**src/rtl/adc_trig_pkg.sv**
```systemverilog
package adc_trig_pkg;
  localparam int SRC_N = 4;
  localparam int SRC_UNF = 0;
  localparam int SRC_CYC = 1;
  localparam int SRC_CMP0 = 2;
  localparam int SRC_CMP1 = 3;

  function automatic logic cull_hit(input logic [2:0] cnt, input logic [2:0] ratio);
    return cnt == ratio;
  endfunction

  function automatic logic [2:0] cull_next(input logic [2:0] cnt, input logic [2:0] ratio);
    return (cnt == ratio) ? 3'd0 : cnt + 3'd1;
  endfunction

  function automatic logic dir_ok(input logic down, input logic mask);
    return down == mask;
  endfunction
endpackage

```
**src/rtl/adc_trig_cull.sv**
```systemverilog
module adc_trig_cull #(
  parameter int CNT_W = 3
) (
  input  logic             clk,
  input  logic             rst_n,
  input  logic             ev,
  input  logic             clr,
  input  logic [CNT_W-1:0] ratio,
  output logic             pass
);
  import adc_trig_pkg::*;
  logic [CNT_W-1:0] cnt_q;

  assign pass = ev && !clr && cull_hit(cnt_q, ratio);

  always_ff @(posedge clk or negedge rst_n) begin
    if (!rst_n)      cnt_q <= '0;
    else if (clr)    cnt_q <= '0;
    else if (ev)     cnt_q <= cull_next(cnt_q, ratio);
  end
endmodule

```
**src/rtl/adc_trig_chan.sv**
```systemverilog
module adc_trig_chan
  import adc_trig_pkg::*;
(
  input  logic             clk,
  input  logic             rst_n,
  input  logic [SRC_N-1:0] sel,
  input  logic [1:0]       dmask,
  input  logic             q_unf,
  input  logic             q_cyc,
  input  logic [1:0]       ev_cmp,
  input  logic             cnt_down,
  output logic             trig
);
  logic [SRC_N-1:0] src_ok;
  logic             fire;

  assign src_ok[SRC_UNF] = q_unf;
  assign src_ok[SRC_CYC] = q_cyc;

  for (genvar c = 0; c < 2; c++) begin : g_cmp
    assign src_ok[SRC_CMP0 + c] = ev_cmp[c] && dir_ok(cnt_down, dmask[c]);
  end

  assign fire = |(sel & src_ok);

  always_ff @(posedge clk or negedge rst_n) begin
    if (!rst_n) trig <= 1'b0;
    else        trig <= fire;
  end
endmodule

```
**src/rtl/adc_trig_sel.sv**
```systemverilog
module adc_trig_sel
  import adc_trig_pkg::*;
#(
  parameter int RATIO_W = 3
) (
  input  logic               clk,
  input  logic               rst_n,
  input  logic               ev_unf,
  input  logic               ev_cyc,
  input  logic               ev_cmp0,
  input  logic               ev_cmp1,
  input  logic               cnt_down,
  input  logic               unf_irq_en,
  input  logic               cyc_irq_en,
  input  logic               cull_wr,
  input  logic [RATIO_W-1:0] cull_ratio,
  input  logic [SRC_N-1:0]   sel_a,
  input  logic [SRC_N-1:0]   sel_b,
  input  logic [1:0]         dmask_a,
  input  logic [1:0]         dmask_b,
  output logic               trig_a,
  output logic               trig_b
);
  localparam int CH_N = 2;

  logic [RATIO_W-1:0] ratio_q;
  logic               pass_unf, pass_cyc;
  logic               q_unf, q_cyc;
  logic [SRC_N-1:0]   sel_arr   [CH_N];
  logic [1:0]         dmask_arr [CH_N];
  logic [CH_N-1:0]    trig_vec;

  always_ff @(posedge clk or negedge rst_n) begin
    if (!rst_n)       ratio_q <= '0;
    else if (cull_wr) ratio_q <= cull_ratio;
  end

  adc_trig_cull #(.CNT_W(RATIO_W)) u_cull_unf (
    .clk(clk), .rst_n(rst_n), .ev(ev_unf), .clr(cull_wr), .ratio(ratio_q), .pass(pass_unf)
  );
  adc_trig_cull #(.CNT_W(RATIO_W)) u_cull_cyc (
    .clk(clk), .rst_n(rst_n), .ev(ev_cyc), .clr(cull_wr), .ratio(ratio_q), .pass(pass_cyc)
  );

  assign q_unf = pass_unf && unf_irq_en;
  assign q_cyc = pass_cyc && cyc_irq_en;

  assign sel_arr[0]   = sel_a;
  assign sel_arr[1]   = sel_b;
  assign dmask_arr[0] = dmask_a;
  assign dmask_arr[1] = dmask_b;

  for (genvar ch = 0; ch < CH_N; ch++) begin : g_ch
    adc_trig_chan u_chan (
      .clk(clk), .rst_n(rst_n), .sel(sel_arr[ch]), .dmask(dmask_arr[ch]),
      .q_unf(q_unf), .q_cyc(q_cyc), .ev_cmp({ev_cmp1, ev_cmp0}),
      .cnt_down(cnt_down), .trig(trig_vec[ch])
    );
  end

  assign trig_a = trig_vec[0];
  assign trig_b = trig_vec[1];
endmodule

```
**config.mk**
```make
export PLATFORM = sky130hd
export DESIGN_NAME = adc_trig_sel
export DESIGN_NICKNAME = d
export VERILOG_FILES = /design/src/rtl/adc_trig_pkg.sv /design/src/rtl/adc_trig_cull.sv /design/src/rtl/adc_trig_chan.sv /design/src/rtl/adc_trig_sel.sv
export SDC_FILE = /design/constraint.sdc
export NUM_CORES = 1
export LEC_CHECK = 0
export BUFFER_PORTS_ARGS = -buffer_cell sky130_fd_sc_hd__buf_2
export CORE_MARGIN = 3
export CORE_UTILIZATION = 35
export CTS_CLUSTER_DIAMETER = 30
export DETAILED_ROUTE_END_ITERATION = 10
export PLACE_DENSITY_LB_ADDON = 0.12
export SLEW_MARGIN = 20
export SYNTH_ARGS = -nofsm -noshare
export SYNTH_HDL_FRONTEND = slang
export SYNTH_SLANG_ARGS = --single-unit
```
**constraint.sdc**
```tcl
create_clock -name clk -period 2.49 [get_ports clk]
set_clock_uncertainty 0.1 [all_clocks]
set_input_delay 0.249 -clock clk [delete_from_list [all_inputs] [get_ports clk]]
set_output_delay 0.249 -clock clk [all_outputs]
set_load 0.02 [all_outputs]
```
==> results of run 1 <==
[registers in the layout (all words and copies together), names as in the netlist]
signal and flops:
u_cull_cyc.cnt_q 3, g_ch.u_chan.trig 2, ratio_q 3, u_cull_unf.cnt_q 3
[metrics by stage]
| step | cell area [um2] | util | hold slack [ns] |
|---|---|---|---|
| floorplan | 709.4 | - | -0.1466 |
| global placement | 850.8 | 0.4674 | 0.04224 |
| detailed placement | 850.8 | 0.4674 | 0.03657 |
| CTS | 887.1 | 0.4873 | 0.1019 |
| global route | 887.1 | 0.4873 | 0.1092 |
| finish | 887.1 | 0.4873 | 0.1087 |
[worst reg2reg max path: stages (launching register included)]
cell and delay, ns:
dfrtp_1 0.42, xor2_1 0.20, nor3_1 0.50, a221o_2 0.25
[cell usage in the layout, fill, tap and decap left out]
cell           Yosys  layout
nor2b_1            1       1
nand3_1            2       2
clkbuf_1           0       1
buf_2              2      26
nor2_1             2       2
nand2b_1           2       2
nor4_1             3       3
nand3b_1           6       6
o22ai_1            4       4
xor2_1            10      10
or3b_2             2       2
clkbuf_4           0       3
and3_1             2       2
ha_1               2       2
nand2_1            8       8
o2bb2ai_1          1       1
o31ai_1            1       1
dlygate4sd3_1      0       1
a21o_1             2       2
a221o_1            1       1
dfrtp_1           11      11
nor3_1             6       6
mux2_2             3       3
a221o_2            1       1
[worst paths after layout]
kind	to	slack [ns]	cells after the start
min in group asynchronous	ratio_q[2]	0.28	2
max in group asynchronous	u_cull_unf.cnt_q[0]	1.80	2
worst max register to register	g_ch[0].u_chan.trig	0.97	3
worst min register to register	u_cull_cyc.cnt_q[1]	0.46	1
worst min-delay path	g_ch[1].u_chan.trig	0.11	2
worst max-delay path	g_ch[0].u_chan.trig	0.97	3
[kinds of logic (layout without fill, tap and decap cells)]
group | Yosys count | in the layout | share of synthesized area
multiplexers | 3 | 3 | 0.04762
AO/OA/AOI/OAI | 10 | 10 | 0.1093
AND/OR/NAND/NOR | 34 | 34 | 0.2681
flip-flops | 11 | 11 | 0.3880
adder cells (fa/ha/maj) | 2 | 2 | 0.03527
XOR/XNOR | 10 | 10 | 0.1235
buffers and inverters | 4 | 31 | 0.02822
[layout make-up]
| class | instances | share of cell area |
|---|---|---|
| Timing Repair Buffer | 27 | 0.1580 |
| Multi-Input combinational cell | 59 | 0.4669 |
| Tap cell | 25 | 0.03526 |
| Sequential cell | 11 | 0.3103 |
| Clock buffer | 4 | 0.02962 |
[metal layers]
metal  vias up  wire length (um)  GRT usage
met3         2                70    0.04373
li1        325                 -          -
met1       276               699     0.1512
met5         -                 0          0
met2        16               739     0.1974
met4         0                16    0.02691
[power breakdown]
group / total [uW] / switching (uW) / internal (uW)
logic: 105 / 54.9 / 50.2
clock network: 121 / 58.6 / 61.9
registers: 209 / 15.4 / 194
total: 435 / 129 / 306
==> impl_results.md, run 1 <==
* Run status: finished, final reports clean
* Reg area at 275.3 um2
* Crit-path max FO at 4
* Starting DRT DRC Count at 3
* DR vias/cell at between 4 and 5
* CP Data Arrival Time at ~1.6 ns
* DRT Pass-1 Iters at 4
* Max Clk Rate at between 600 and 700 MHz
* Post-Place Worst Slack at slightly below 1 ns
* CP startpoint kind: register
* Hold WC Path Type: in2reg
* Final Max Tran Viols at 0
* Synth area leaders: dfrtp_1 (39%), xor2_1 (12%), nand3b_1 (6.3%), mux2_2 (4.8%), nor3_1 (4.2%)
* Dpl cells at 121
* Slowest CP cell: nor3_1
* CTS tree: built
* Clock latency at the later pin of the worst-skew pair at ~0.26 ns
* Synthesized net count at roughly 100
* Area Overhead vs Synth at 25.04%
* CTS root buf: clkbuf_4
* # rows at 15
* Sequential-to-total area share from yosys stat at 0.3880
* Crit path largest cell delay at around 0.5 ns
* Final Hold Vio Count at 0
* Initial antenna violation count at 0
* H-tree lvl count at 1
* Worst Path Class, Setup: reg2reg
* GPL Wtd Cong at about 0.7
* Reg-to-reg startpoint: u_cull_unf.cnt_q[0]
* Vias in the first global route at about 570
* Final setup fails at 0
* Ys async rst share at 1.000
* Worst path buffer plus inverter count at 0
* Yosys top cell area share at 0.3880
* Minimum clock period at ~1.5 ns
* First-pass GRT wire length at between 2000 and 2500 um
* Crit path capture type: register
* Setup TNS Final at 0 ns
* Area of the multi-input gates at slightly above 400 um2
* VDD IR max at about 0.28 mV
* Post-synth cell types at 22
* Initial core utilization at 0.3897
* Input/output buffers at 26
* TritonCTS buffer count at 3
* Max_slew headroom at 0.6184
* Final #Nets at 129
* DP HPWL at approximately 1200 um
* Largest net degree at the start of global routing at 16
* Post-CTS Hold Buffers at 1
* Fraction of layout instances using a drive strength above 1 at 0.3465
* Total Wirelength at around 1500 um
* Core Area at approximately 1800 um2
* Setup Buffers After CTS at 0
* Ports at 27
* Die Area at around 2600 um2
* Remaining Overflow, GRT at 0
* Diodes inserted at 0
* Clock buffer depth at 2
* Pwr/cell area at approximately 490 nW/um2
* Seq cells post-synth at 11
* Syn Std Cell Area at ~710 um2
* Family with the most delay on the worst path: simple AND/OR/NAND/NOR gates
* Commonest cells post-synth: dfrtp_1 (11), xor2_1 (10), nand2_1 (8)
* Post-route ant nets at 0
* Total track usage at 0.1208
* Worst Slack Setup Final at roughly 0.97 ns
* Syn Inst Count at 74
* Routed vias at just over 600
* Drt drc at 0
* Top-count cell post-synth: dfrtp_1
* MaxCap Viol Count at 0
* Total power draw at between 400 and 500 uW
* Post-synth EDFFs at 0
* Hold Crit Start: sel_b[1]
* Avg Inst Size Synth at between 9 and 10 um2
* Ys Warns at 0
* Clock sink count at 11
* Fillers at between 150 and 200
* Wire per inst at about 12 um
* Crit path from: u_cull_unf.cnt_q[0]
* Area leader, netlist: dfrtp_1
* Primary FF master, synth: dfrtp_1
* Layout Cells excl Fill at roughly 130
* Chip height at around 51 um
* Req. time, crit path at ~2.6 ns
* Worst-path clk slew at 0.07 ns
* Final period util at 0.6118
* RSZ-0062 raised after global routing: no
* CP Cell Sequence: xor2_1 > nor3_1 > a221o_2
* Leakage power at about 0.00044 uW
* CTS resizes at 0
* Die width at between 50 and 60 um
* Slew @ Worst Pin at 0.5680 ns
No activity file was read; power rests on OpenSTA's default activity.
==> run 2, diff against run 1 <==
==> constraint.sdc (replaced) <==
create_clock -name clk -period 1.31 [get_ports clk]
set_clock_uncertainty 0.1 [all_clocks]
set_input_delay 0.131 -clock clk [delete_from_list [all_inputs] [get_ports clk]]
set_output_delay 0.131 -clock clk [all_outputs]
set_load 0.02 [all_outputs]
==> run 2 against run 1 <==
The flow now finishes with violations (negative setup slack); total power grew 120%; fmax grew 13%; register-to-register slack lost 1.0 ns; global-route usage grew 2.6 points; die area is the same; non-clock buffer count grew 18; critical path depth is the same; flip-flop and latch count is the same; cell area grew 29%; utilization grew 14 points; count of clock-buffer cells in the layout shrank 1; first-iteration DRC count grew to 3.0 times the previous value; critical path type unchanged; critical endpoint is now g_ch[1].u_chan.trig.
==> impl_results.md, run 2 (synthesized netlist as in run 1, its figures left out) <==
* Largest regs: ratio_q (3), u_cull_cyc.cnt_q (3), u_cull_unf.cnt_q (3)
* Reg-to-reg startpoint: u_cull_cyc.cnt_q[0]
* Worst Hold End: ratio_q[0]
* Core Area at approximately 1800 um2
* Die width at a little over 50 um
* Vias in the first global route at roughly 650
* CTS root buf: clkbuf_4
* Input/output buffers at 26
* Reg2reg end: g_ch[1].u_chan.trig
* CP Cell Sequence: xor2_2 > nor4_4 > a221o_1
* Total Wirelength at ~1700 um
* GPL Wtd Cong at just over 0.7
* Final Max Tran Viols at 0
* Layout Cells excl Fill at roughly 140
* Drt drc at 0
* Final #Nets at 147
* Req. time, crit path at approximately 1.4 ns
* Most frequent cells in the layout: buf_2 (26), buf_4 (11), nand2_1 (8)
* Hold WC Path Type: in2reg
* Max Clk Rate at ~740 MHz
* H-tree lvl count at 1
* Crit path capture type: register
* Leakage power at ~0.00054 uW
* Minimum clock period at roughly 1.3 ns
* CP Data Arrival Time at around 1.4 ns
* Remaining Overflow, GRT at 0
* Net switching power at just over 300 uW
* Fraction of layout instances using a drive strength above 1 at 0.5546
* Max_slew headroom at 0.7734
* WHS Path Cells at 2
* Starting DRT DRC Count at 9
* CP startpoint kind: register
* Pwr/cell area at ~840 nW/um2
* Reg2Reg Depth at 3
* Worst path buffer plus inverter count at 0
* Post-Place Worst Slack at -0.1059 ns
* Run status: complete, but fails checks
* Diodes inserted at 0
* Failing checks: negative setup slack
* Largest net degree at the start of global routing at 12
* TritonCTS buffer count at 3
* Clock buffer depth at 2
* Share of total power in combinational logic at 0.336
* Family with the most delay on the worst path: flip-flops
* MaxCap Viol Count at 0
* CTS tree: built
* Slew @ Worst Pin at 0.3380 ns
* Initial antenna violation count at 0
* Worst Path Class, Setup: reg2reg
* First-pass GRT wire length at 2829 um
* Commonest non-fill, non-tap cell in the layout: buf_2
* Initial core utilization at 0.3897
* Clk pwr share at 0.245
* Wire per inst at 11.99 um
* Total track usage at 0.1466
* DR vias/cell at just under 5
* Worst-path clk slew at 0.08 ns
* DRT Pass-1 Iters at 4
* Crit path largest cell delay at 0.45 ns
* Final setup fails at 2
* Routed vias at 706
* Post-route ant nets at 0
* Die Area at roughly 2600 um2
* Hold Crit Start: cull_wr
* Sw frac at 0.3158
* Area Overhead vs Synth at 61.90%
* FF-to-FF setup slack at -0.04 ns
* Clock sink count at 11
* # rows at 15
* Slowest CP cell: dfrtp_2
* Crit-path max FO at 3
* Worst Slack Setup Final at -0.03971 ns
* Ports at 27
* VDD IR max at around 0.6 mV
* Int Pwr at 663.4 uW
* Final Hold Vio Count at 0
* Chip height at around 50 um
* Dpl cells at about 130
* DP HPWL at 1269 um
* Final period util at 1.030
* Reg power frac at 0.419
* Clock latency at the later pin of the worst-skew pair at around 0.27 ns
* RSZ-0062 raised after global routing: yes
-- run 2: cell types whose count changed in the layout (fill, tap and decap cells not counted), sizes merged --
cell	before	now
buf	26	39
clkbuf	4	3
clkinv	0	1
dlygate4sd3	1	6
-- run 2: worst max-delay path by stage --
stage | startpoint | to | slack, ns | depth (start not counted)
floorplan | ratio_q[0] | g_ch[0].u_chan.trig | -0.005 | 3
finish | u_cull_cyc.cnt_q[0] | g_ch[1].u_chan.trig | -0.04 | 3
global placement | ratio_q[0] | g_ch[0].u_chan.trig | -0.1 | 4
CTS | ratio_q[1] | g_ch[1].u_chan.trig | -0.06 | 3
global route | ratio_q[1] | g_ch[1].u_chan.trig | -0.10 | 3
detailed placement | ratio_q[1] | g_ch[1].u_chan.trig | -0.11 | 3
-- run 2: power groups by stage --
stage	sequential (uW)	combinational, uW	clock, uW
2_1_floorplan	402	126	0
3_3_place_gp	399	263	0
3_5_place_dp	400	266	0
4_1_cts	400	312	245
5_1_grt	411	356	266
6_report	406	326	237
-- run 2: metrics by stage --
stage,hold slack (ns),TNS (ns),utilization,total power (uW),area (um2)
after floorplan,-0.2646,-0.005351,-,527.9,709.4
after global placement,-0.08044,-0.2047,0.5210,661.8,948.4
after detailed placement,-0.08117,-0.2802,0.5210,666.2,948.4
after CTS,0.07563,-0.1400,0.6103,956.8,1111
after global routing,0.06168,-0.5256,0.6309,1034,1149
final,0.07730,-0.07683,0.6309,969.6,1149
-- run 2: worst register-to-register path, cell delays in order, from the launching register on --
cell and delay, ns:
dfrtp_2 0.45, xor2_2 0.26, nor4_4 0.08, a221o_1 0.35
-- run 2: layout make-up --
class | count | area [um2]
Tap cell | 25 | 31.28
Multi-Input combinational cell | 59 | 514.2
Timing Repair Buffer | 45 | 295.3
Clock buffer | 3 | 22.52
Fill cell | 157 | 671.9
Sequential cell | 11 | 280.3
Clock inverter | 1 | 5.005
-- run 2: what timing repair did --
action,in CTS,in global routing
pin swaps,6,6
resized for setup,13,9
setup buffers,2,0
endpoints found under the hold margin,16,0
endpoints found under the setup margin,4,8
hold buffers,6,0
-- run 2: layer usage --
metal / track usage / routed length, um
met4: 0.04036 / 9
met2: 0.2532 / 917
met5: 0 / 0
met3: 0.04373 / 82
met1: 0.1745 / 717
